--- src/rtl/player_pkg.sv ---
package player_pkg;

    typedef enum logic [1:0] {
        MV_HOLD = 2'd0,
        MV_DOWN = 2'd1,
        MV_UP   = 2'd2
    } move_e;

    typedef struct packed {
        logic start;
        logic up;
        logic grav;
        logic scroll;
    } ctrl_t;

    function automatic move_e pick_move(input logic run, input logic hit,
                                        input logic grav, input logic up);
        if (!run || hit || !grav) return MV_HOLD;
        return up ? MV_UP : MV_DOWN;
    endfunction

endpackage

--- src/rtl/player_pos.sv ---
module player_pos
    import player_pkg::*;
#(
    parameter int ROWS      = 8,
    parameter int START_ROW = 4,
    localparam int POS_W    = $clog2(ROWS)
) (
    input  logic             clk,
    input  logic             rst,
    input  logic             load,
    input  move_e            move,
    output logic [POS_W-1:0] pos,
    output logic [ROWS-1:0]  onehot
);
    localparam logic [POS_W-1:0] TOP  = POS_W'(ROWS - 1);
    localparam logic [POS_W-1:0] HOME = POS_W'(START_ROW);

    always_ff @(posedge clk) begin
        if (rst || load) begin
            pos <= HOME;
        end else begin
            case (move)
                MV_UP:   if (pos != TOP)         pos <= pos + 1'b1;
                MV_DOWN: if (pos != '0)          pos <= pos - 1'b1;
                default: pos <= pos;
            endcase
        end
    end

    for (genvar i = 0; i < ROWS; i++) begin : g_dec
        assign onehot[i] = (pos == POS_W'(i));
    end
endmodule

--- src/rtl/player_hit.sv ---
module player_hit #(
    parameter int ROWS = 8
) (
    input  logic [ROWS-1:0] onehot,
    input  logic [ROWS-1:0] wall,
    output logic            overlap,
    output logic            any_wall
);
    assign overlap  = |(onehot & wall);
    assign any_wall = |wall;
endmodule

--- src/rtl/player_score.sv ---
module player_score #(
    parameter int SCORE_W   = 4,
    parameter int SCORE_MAX = 9
) (
    input  logic               clk,
    input  logic               rst,
    input  logic               clear,
    input  logic               bump,
    output logic [SCORE_W-1:0] score
);
    localparam logic [SCORE_W-1:0] CAP = SCORE_W'(SCORE_MAX);

    always_ff @(posedge clk) begin
        if (rst || clear)             score <= '0;
        else if (bump && score != CAP) score <= score + 1'b1;
    end
endmodule

--- src/rtl/player_track.sv ---
module player_track
    import player_pkg::*;
#(
    parameter int ROWS      = 8,
    parameter int START_ROW = 4,
    parameter int SCORE_W   = 4,
    parameter int SCORE_MAX = 9,
    localparam int POS_W    = $clog2(ROWS)
) (
    input  logic               clk,
    input  logic               rst,
    input  logic               start_i,
    input  logic               up_i,
    input  logic               grav_tick_i,
    input  logic               scroll_tick_i,
    input  logic [ROWS-1:0]    wall_col_i,
    output logic [POS_W-1:0]   pos_o,
    output logic [ROWS-1:0]    pos_onehot_o,
    output logic               hit_o,
    output logic               run_o,
    output logic [SCORE_W-1:0] score_o
);
    ctrl_t ctrl;
    logic  overlap, any_wall, crash, bump;
    move_e move;

    assign ctrl  = '{start: start_i, up: up_i, grav: grav_tick_i, scroll: scroll_tick_i};
    assign crash = run_o && overlap;
    assign move  = pick_move(run_o, overlap, ctrl.grav, ctrl.up);
    assign bump  = run_o && ctrl.scroll && any_wall && !overlap;

    player_pos #(.ROWS(ROWS), .START_ROW(START_ROW)) u_pos (
        .clk(clk), .rst(rst), .load(ctrl.start), .move(move),
        .pos(pos_o), .onehot(pos_onehot_o)
    );

    player_hit #(.ROWS(ROWS)) u_hit (
        .onehot(pos_onehot_o), .wall(wall_col_i),
        .overlap(overlap), .any_wall(any_wall)
    );

    player_score #(.SCORE_W(SCORE_W), .SCORE_MAX(SCORE_MAX)) u_score (
        .clk(clk), .rst(rst), .clear(ctrl.start), .bump(bump), .score(score_o)
    );

    always_ff @(posedge clk) begin
        if (rst) begin
            run_o <= 1'b0;
            hit_o <= 1'b0;
        end else if (ctrl.start) begin
            run_o <= 1'b1;
            hit_o <= 1'b0;
        end else if (crash) begin
            run_o <= 1'b0;
            hit_o <= 1'b1;
        end
    end
endmodule

--- config.mk ---
export PLATFORM = sky130hd
export DESIGN_NAME = player_track
export DESIGN_NICKNAME = d
export VERILOG_FILES = /design/src/rtl/player_pkg.sv /design/src/rtl/player_pos.sv /design/src/rtl/player_hit.sv /design/src/rtl/player_score.sv /design/src/rtl/player_track.sv
export SDC_FILE = /design/constraint.sdc
export NUM_CORES = 1
export LEC_CHECK = 0
export BUFFER_PORTS_ARGS = -buffer_cell sky130_fd_sc_hd__buf_2
export CORE_UTILIZATION = 45
export CTS_CLUSTER_DIAMETER = 30
export CTS_CLUSTER_SIZE = 24
export DETAILED_ROUTE_END_ITERATION = 8
export PLACE_DENSITY = 0.85
export SLEW_MARGIN = 0
export SYNTH_ARGS = -nofsm -noshare
export SYNTH_HDL_FRONTEND = slang
export SYNTH_SLANG_ARGS = --single-unit
--- constraint.sdc ---
create_clock -name clk -period 2.6 [get_ports clk]
set_clock_uncertainty 0.1 [all_clocks]
set_input_delay 0.13 -clock clk [delete_from_list [all_inputs] [get_ports clk]]
set_output_delay 0.13 -clock clk [all_outputs]
set_load 0.005 [all_outputs]
Word-level counts from Yosys, hierarchy flattened
Index checks and enable logic that the tools add are counted.
Widths: inputs -> output; s select.
{"block": "totals", "word_cells": 49, "output_inout_bits": 17, "ff_bits": 9, "input_bits": 14}
{"block": "op_classes", "n_eq_ne": 13, "bitwise_logic": 1, "n_mux": 9, "add_sub_neg": 3, "reduce_logical": 19}
{"operator": "$reduce_or 8->1", "n": 2}
{"operator": "$eq 3x3->1 const B", "n": 4}
{"operator": "$and 8x8->8", "n": 1}
{"operator": "$eq 3x2->1 const B", "n": 2}
{"operator": "$mux 2", "n": 3}
{"operator": "$mux 3", "n": 2}
{"operator": "$pmux 3 s2", "n": 1}
{"operator": "$logic_and 1x1->1", "n": 5}
{"operator": "$add 4x1->4 const B", "n": 1}
{"operator": "$ne 2x1->1 const B", "n": 2}
{"operator": "$ne 4x4->1 const B", "n": 1}
{"operator": "$reduce_bool 2->1", "n": 2}
{"operator": "$add 3x1->3 const B", "n": 1}
{"operator": "$eq 3x1->1 const B", "n": 1}
{"operator": "$logic_not 1->1", "n": 3}
{"operator": "$logic_not 3->1", "n": 1}
{"operator": "$logic_or 1x1->1", "n": 3}
{"operator": "$mux 1", "n": 3}
{"operator": "$ne 3x3->1 const B", "n": 1}
{"operator": "$reduce_and 3->1", "n": 1}
{"operator": "$reduce_bool 3->1", "n": 1}
{"operator": "$sub 3x1->3 const B", "n": 1}
{"operator": "$eq 2x1->1 const B", "n": 1}
{"operator": "$eq 2x2->1 const B", "n": 1}
{"operator": "$reduce_or 2->1", "n": 1}

Logic depth before layout (Yosys ltp)
{"block": "depth", "depth_word": 10, "depth_mapped": 7, "ltp_nobuf": 6}

Modules after synthesis
Synthesis repeated with hierarchy kept, for this count alone.
{"block": "unflattened", "hier_cells": 73, "hier_area_um2": 673.1}
{"mod": "player_pos", "seq_area_each_um2": 60.1, "cells_each": 34, "instances": 1, "area_each_um2": 319.1}
{"mod": "player_score", "seq_area_each_um2": 80.1, "cells_each": 22, "instances": 1, "area_each_um2": 206.4}
{"mod": "player_track", "seq_area_each_um2": 40.0, "cells_each": 9, "instances": 1, "area_each_um2": 95.1}
{"mod": "player_hit", "seq_area_each_um2": 0.0, "cells_each": 8, "instances": 1, "area_each_um2": 52.6}

Least setup slack after synthesis
No wires, ideal clock.
{"block": "synth_timing", "path_kind": "flip-flop to flip-flop", "startpoint": "reg u_pos.pos[2]", "endpoint": "reg u_pos.pos[1]", "setup_time_ns": 0.072, "arrival_ns": 1.856, "n_path_buf": 1, "t_required_ns": 2.428, "path_stages_with_launch": 8, "slack_ns": 0.573, "period_less_slack_ns": 2.027, "cell_sequence": "dfxtp_1 -> clkbuf_1 -> inv_1 -> ha_1 -> a22oi_1 -> and4_1 -> and3_1 -> mux2i_1"}
{"block": "synth_via", "elab_chain_cells": 10, "word_cells_on_any_way": 23, "cone_classes": "12 x eq/ne; 3 x mux; 1 x bitwise; 7 x reduce/logical"}
{"element": "start: declaration", "line": "player_pos.sv:12", "rtl": "output logic [POS_W-1:0] pos,"}
{"element": "start signal: assignment", "line": "player_pos.sv:23", "rtl": "MV_UP: if (pos != TOP) pos <= pos + 1'b1;"}
{"element": "start signal: assignment", "line": "player_pos.sv:24", "rtl": "MV_DOWN: if (pos != '0) pos <= pos - 1'b1;"}
{"element": "start signal: assignment", "line": "player_pos.sv:25", "rtl": "default: pos <= pos;"}
{"element": "$eq 3x2->1 *", "line": "player_pos.sv:31", "rtl": "assign onehot[i] = (pos == POS_W'(i));"}
{"element": "named net pos_onehot_o[3]", "line": "player_track.sv:18", "rtl": "output logic [ROWS-1:0] pos_onehot_o,"}
{"element": "$and 8x8->8 *", "line": "player_hit.sv:9", "rtl": "assign overlap = |(onehot & wall);"}
{"element": "$reduce_or 8->1 *", "line": "player_hit.sv:9"}
{"element": "$logic_or 1x1->1 * (2 in a row)", "line": "player_pkg.sv:18", "rtl": "if (!run || hit || !grav) return MV_HOLD;"}
{"element": "$mux 1 *", "line": "player_pkg.sv:18"}
{"element": "$mux 2 *", "line": "player_pkg.sv:19", "rtl": "return up ? MV_UP : MV_DOWN;"}
{"element": "$eq 2x1->1 / $eq 2x2->1 (equally long branches)", "line": "player_pos.sv:22", "rtl": "case (move)"}
{"element": "$ne 2x1->1 (no source line) / $reduce_bool 2->1 (equally long branches)"}
{"element": "$reduce_and 3->1 (no source line)"}
Mark *: on every way through the listed nets, which the timed path passes. The rest lies on a longest branch.
A chain may end at the register's enable or synchronous reset.

Worst setup path in the final report
{"block": "layout_timing", "startpoint": "reg u_pos.pos[2]", "endpoint": "reg u_pos.pos[1]"}
{"block": "layout_via", "elab_chain_cells": 10, "word_cells_on_any_way": 23, "cone_classes": "12 x eq/ne; 3 x mux; 1 x bitwise; 7 x reduce/logical"}
{"element": "$eq 3x1->1 (tied with other cells)", "line": "player_pos.sv:31"}
{"element": "$and 8x8->8", "line": "player_hit.sv:9"}
{"element": "$reduce_or 8->1", "line": "player_hit.sv:9"}
{"element": "$logic_or 1x1->1 (2 in a row)", "line": "player_pkg.sv:18"}
{"element": "$mux 1", "line": "player_pkg.sv:18"}
{"element": "$mux 2", "line": "player_pkg.sv:19"}
{"element": "$eq 2x1->1 / $eq 2x2->1 (equally long branches)", "line": "player_pos.sv:22"}
{"element": "$ne 2x1->1 (no source line) / $reduce_bool 2->1 (equally long branches)"}
{"element": "$reduce_and 3->1 (no source line)"}
Parallel ways exist; a longest one is shown, timed or not.

==> results.md <==
* Worst Hold Class: in2reg
* First-pass GRT wire length at 2250 um
* CTS max path bufs at 2
* CTS Buf Count at 3
* Hpwl dp at 1290 um
* GRT Total Usage at 20.9%
* Setup bufs post-CTS at 0
* Crit-path cells: inv_1 -> ha_1 -> a22oi_1 -> and4_1 -> and3_1 -> mux2i_1
* Initial antenna violation count at 0
* R2R setup slack at 0.44 ns
* Yosys Warn Count at 0
* H-tree depth at 1
* Post-synthesis sequential element count at 9
* Initial DRT Pass Iterations at 4
* Combinational family with the most area after synthesis: simple AND/OR/NAND/NOR gates
* IO Pins at 31
* Max cap viols at 0
* Req. time, crit path at 2.69 ns
* Cells after Synth at 84
* Sequential share of the synthesized area at 26.0%
* Worst Path Arrival at 2.26 ns
* Post-synthesis compound-gate area fraction at 17.7%
* WL per Instance at 12.4 um
* Commonest cells after routing, fill and taps aside: 30 x buf_2, 10 x nand2_1, 9 x ha_1, 9 x dfxtp_1
* Synth Area per Inst at 8.24 sq um
* Synth Area in Adders at 16.3%
* Clk pwr share at 36.5%
* Outcome: finished, final reports clean
* LEAKAGE at 0.436 nW
* Placed Cells at 128
* Unrepaired setup endpoints after global routing: no
* Crit-path max FO at 16
* Mux cell area share after synthesis at 5.79%
* # DRC at 0
* Root Buffer: clkbuf_4
* Commonest non-fill, non-tap cell in the layout: buf_2
* Core Area at 1370 sq um
* Final min period at 2.16 ns
* Mapped cell area at 692 sq um
* Die height at 41.2 um
* Worst-path clk slew at 0.06 ns
* Area added between synthesis and finish at 29.1%
* Starting Density at 50.6%
* Die area at 1700 sq um
* Number of fill cells at 132
* Relative slew margins at 69.2%
* Fraction of layout cells with a size suffix above 1 at 30.5%
* Comb power frac at 16.5%
* Net Sw Power at 82.5 uW
* Simple-gate area share of the yosys netlist at 29.1%
* Row cnt at 13
* Detailed-route via count at 738
* Slew Viols, Final at 0
* Power per standard cell area at 343 nW/um^2
* Die W at 41.2 um
* Final hold violation count at 0
* Number of diodes at 0
* Net Count, Synth at 107
* Largest net degree at the start of global routing at 17
* Iter 0 DRT Violations at 18
* CTS tree: yes
* CP top delay family: simple AND/OR/NAND/NOR gates
* Sink Count at 9
* Tcrit/Tclk final at 83.2%
* Critical path buffers and inverters at 1
* CP max-delay cell: dfxtp_1
* Vias/cell at 5.55
* Startpoint type of the worst setup path: flop
* RePlAce Congestion at 0.818
* Fin cells at 133
* XOR/XNOR Fraction of Synth Area at 1.27%
* Worst VDD drop at 0.332 mV
* Post-CTS resize count at 0
* Switch share at 26.9%
* Post-synthesis cell type count at 35
* Sequential Power Share at 47.0%
* Worst path max stage delay at 0.60 ns
* Slew @ Worst Pin at 0.461 ns
* Worst Setup End Kind: flop
* Number of port buffers at 30
* Final wirelength at 1650 um
* P_int at 224 uW
* Final setup TNS at 0 ns
* Post-route ant nets at 0
* Vias in the first global route at 495
* Final setup vio count at 0
* Gr ovfl total at 0
* Fmax at 462 MHz
* Clk_lat worst skew at 0.27 ns
* # nets final at 142
* CP Class: reg2reg
[power by group through the flow]
stage | sequential (mW) | clock, mW | combinational, mW
final | 0.144 | 0.112 | 0.0506
after floorplan | 0.146 | 0 | 0.0263
after detailed placement | 0.147 | 0 | 0.0488
after global routing | 0.144 | 0.126 | 0.0564
after CTS | 0.144 | 0.115 | 0.0502
after global placement | 0.147 | 0 | 0.0478
[through the flow]
step / total power [mW] / area [sq um] / hold WS (ns) / setup slack [ns] / util, %
CTS: 0.309 / 893 / 0.0364 / 0.487 / 65.4
global route: 0.327 / 893 / 0.0481 / 0.349 / 65.4
global placement: 0.195 / 857 / 0.247 / 0.605 / 62.7
finish: 0.306 / 893 / 0.0401 / 0.436 / 65.4
floorplan: 0.173 / 692 / 0.102 / 0.573 / -
detailed placement: 0.196 / 857 / 0.253 / 0.502 / 62.7
[registers in the layout (all words and copies together), names as in the netlist]
signal / count
u_score.score: 4
u_pos.pos: 3
hit_o: 1
run_o: 1
[layer usage]
| layer | routed length [um] | global-route usage, % | up-vias |
|---|---|---|---|
| met3 | 70 | 6.52 | 2 |
| met5 | 0 | 0 | - |
| met2 | 768 | 30.9 | 12 |
| met1 | 793 | 28.2 | 346 |
| met4 | 15 | 7.26 | 0 |
| li1 | - | - | 378 |
[cells in the mapped netlist]
cell,count,share of area (%)
a32oi_1,1,1.3
a21oi_1,3,2.2
o21ai_0,2,1.4
o21ai_1,1,0.72
o311a_1,1,1.4
a21o_1,1,1.1
clkbuf_1,1,0.54
nor2_1,6,3.3
o221ai_1,1,1.3
mux2i_1,4,5.8
nor2b_1,2,1.8
o221a_1,1,1.6
and4_1,1,1.3
xnor2_1,1,1.3
a31oi_1,1,0.90
a221oi_1,1,1.3
and4_4,1,1.6
inv_1,6,3.3
o2111ai_1,1,1.3
nand3b_1,1,1.1
dfxtp_1,9,26
or4_1,1,1.1
a211oi_1,1,1.1
nor3_1,1,0.72
a22oi_1,2,2.2
and3_1,1,0.90
or3_1,3,2.7
nand3_1,3,2.2
nand4_1,2,1.8
nor4_1,1,0.90
and2_1,2,1.8
or2_2,1,0.90
nand2_1,10,5.4
ha_1,9,16
or4_4,1,1.6
[final timing paths]
check | from | to | cells past startpoint
max | u_pos.pos[2] | u_pos.pos[1] | 6
min | start_i | run_o | 3
min reg2reg | hit_o | hit_o | 2
max reg2reg | u_pos.pos[2] | u_pos.pos[1] | 6
[cell families after synthesis]
kind of cell | count (synthesis)
xor+xnor | 1
buf+inv | 7
simple gates | 37
fa+ha+maj | 9
compound gates | 17
mux | 4
flops | 9
[tightest hold or removal path, delay by kind of cell]
kind / cells / cell delay, ns
AND/OR/NAND/NOR: 1 / 0.07
buffers and inverters: 1 / 0.12
AO/OA/AOI/OAI: 1 / 0.05
[cell type report]
class / count / area, sq um / area share, %
clock buffers: 4 / 26.3 / 2.94
inverters: 6 / 22.5 / 2.52
multi-input cells: 68 / 485 / 54.3
flip-flops and latches: 9 / 180 / 20.2
well taps: 15 / 18.8 / 2.10
repair buffers: 31 / 160 / 17.9
[repair_timing]
item,CTS,global route
endpoints found under the setup margin,0,0
hold endpoints to repair,1,0
hold buffers,1,0
(Power assumes the default switching activity.)
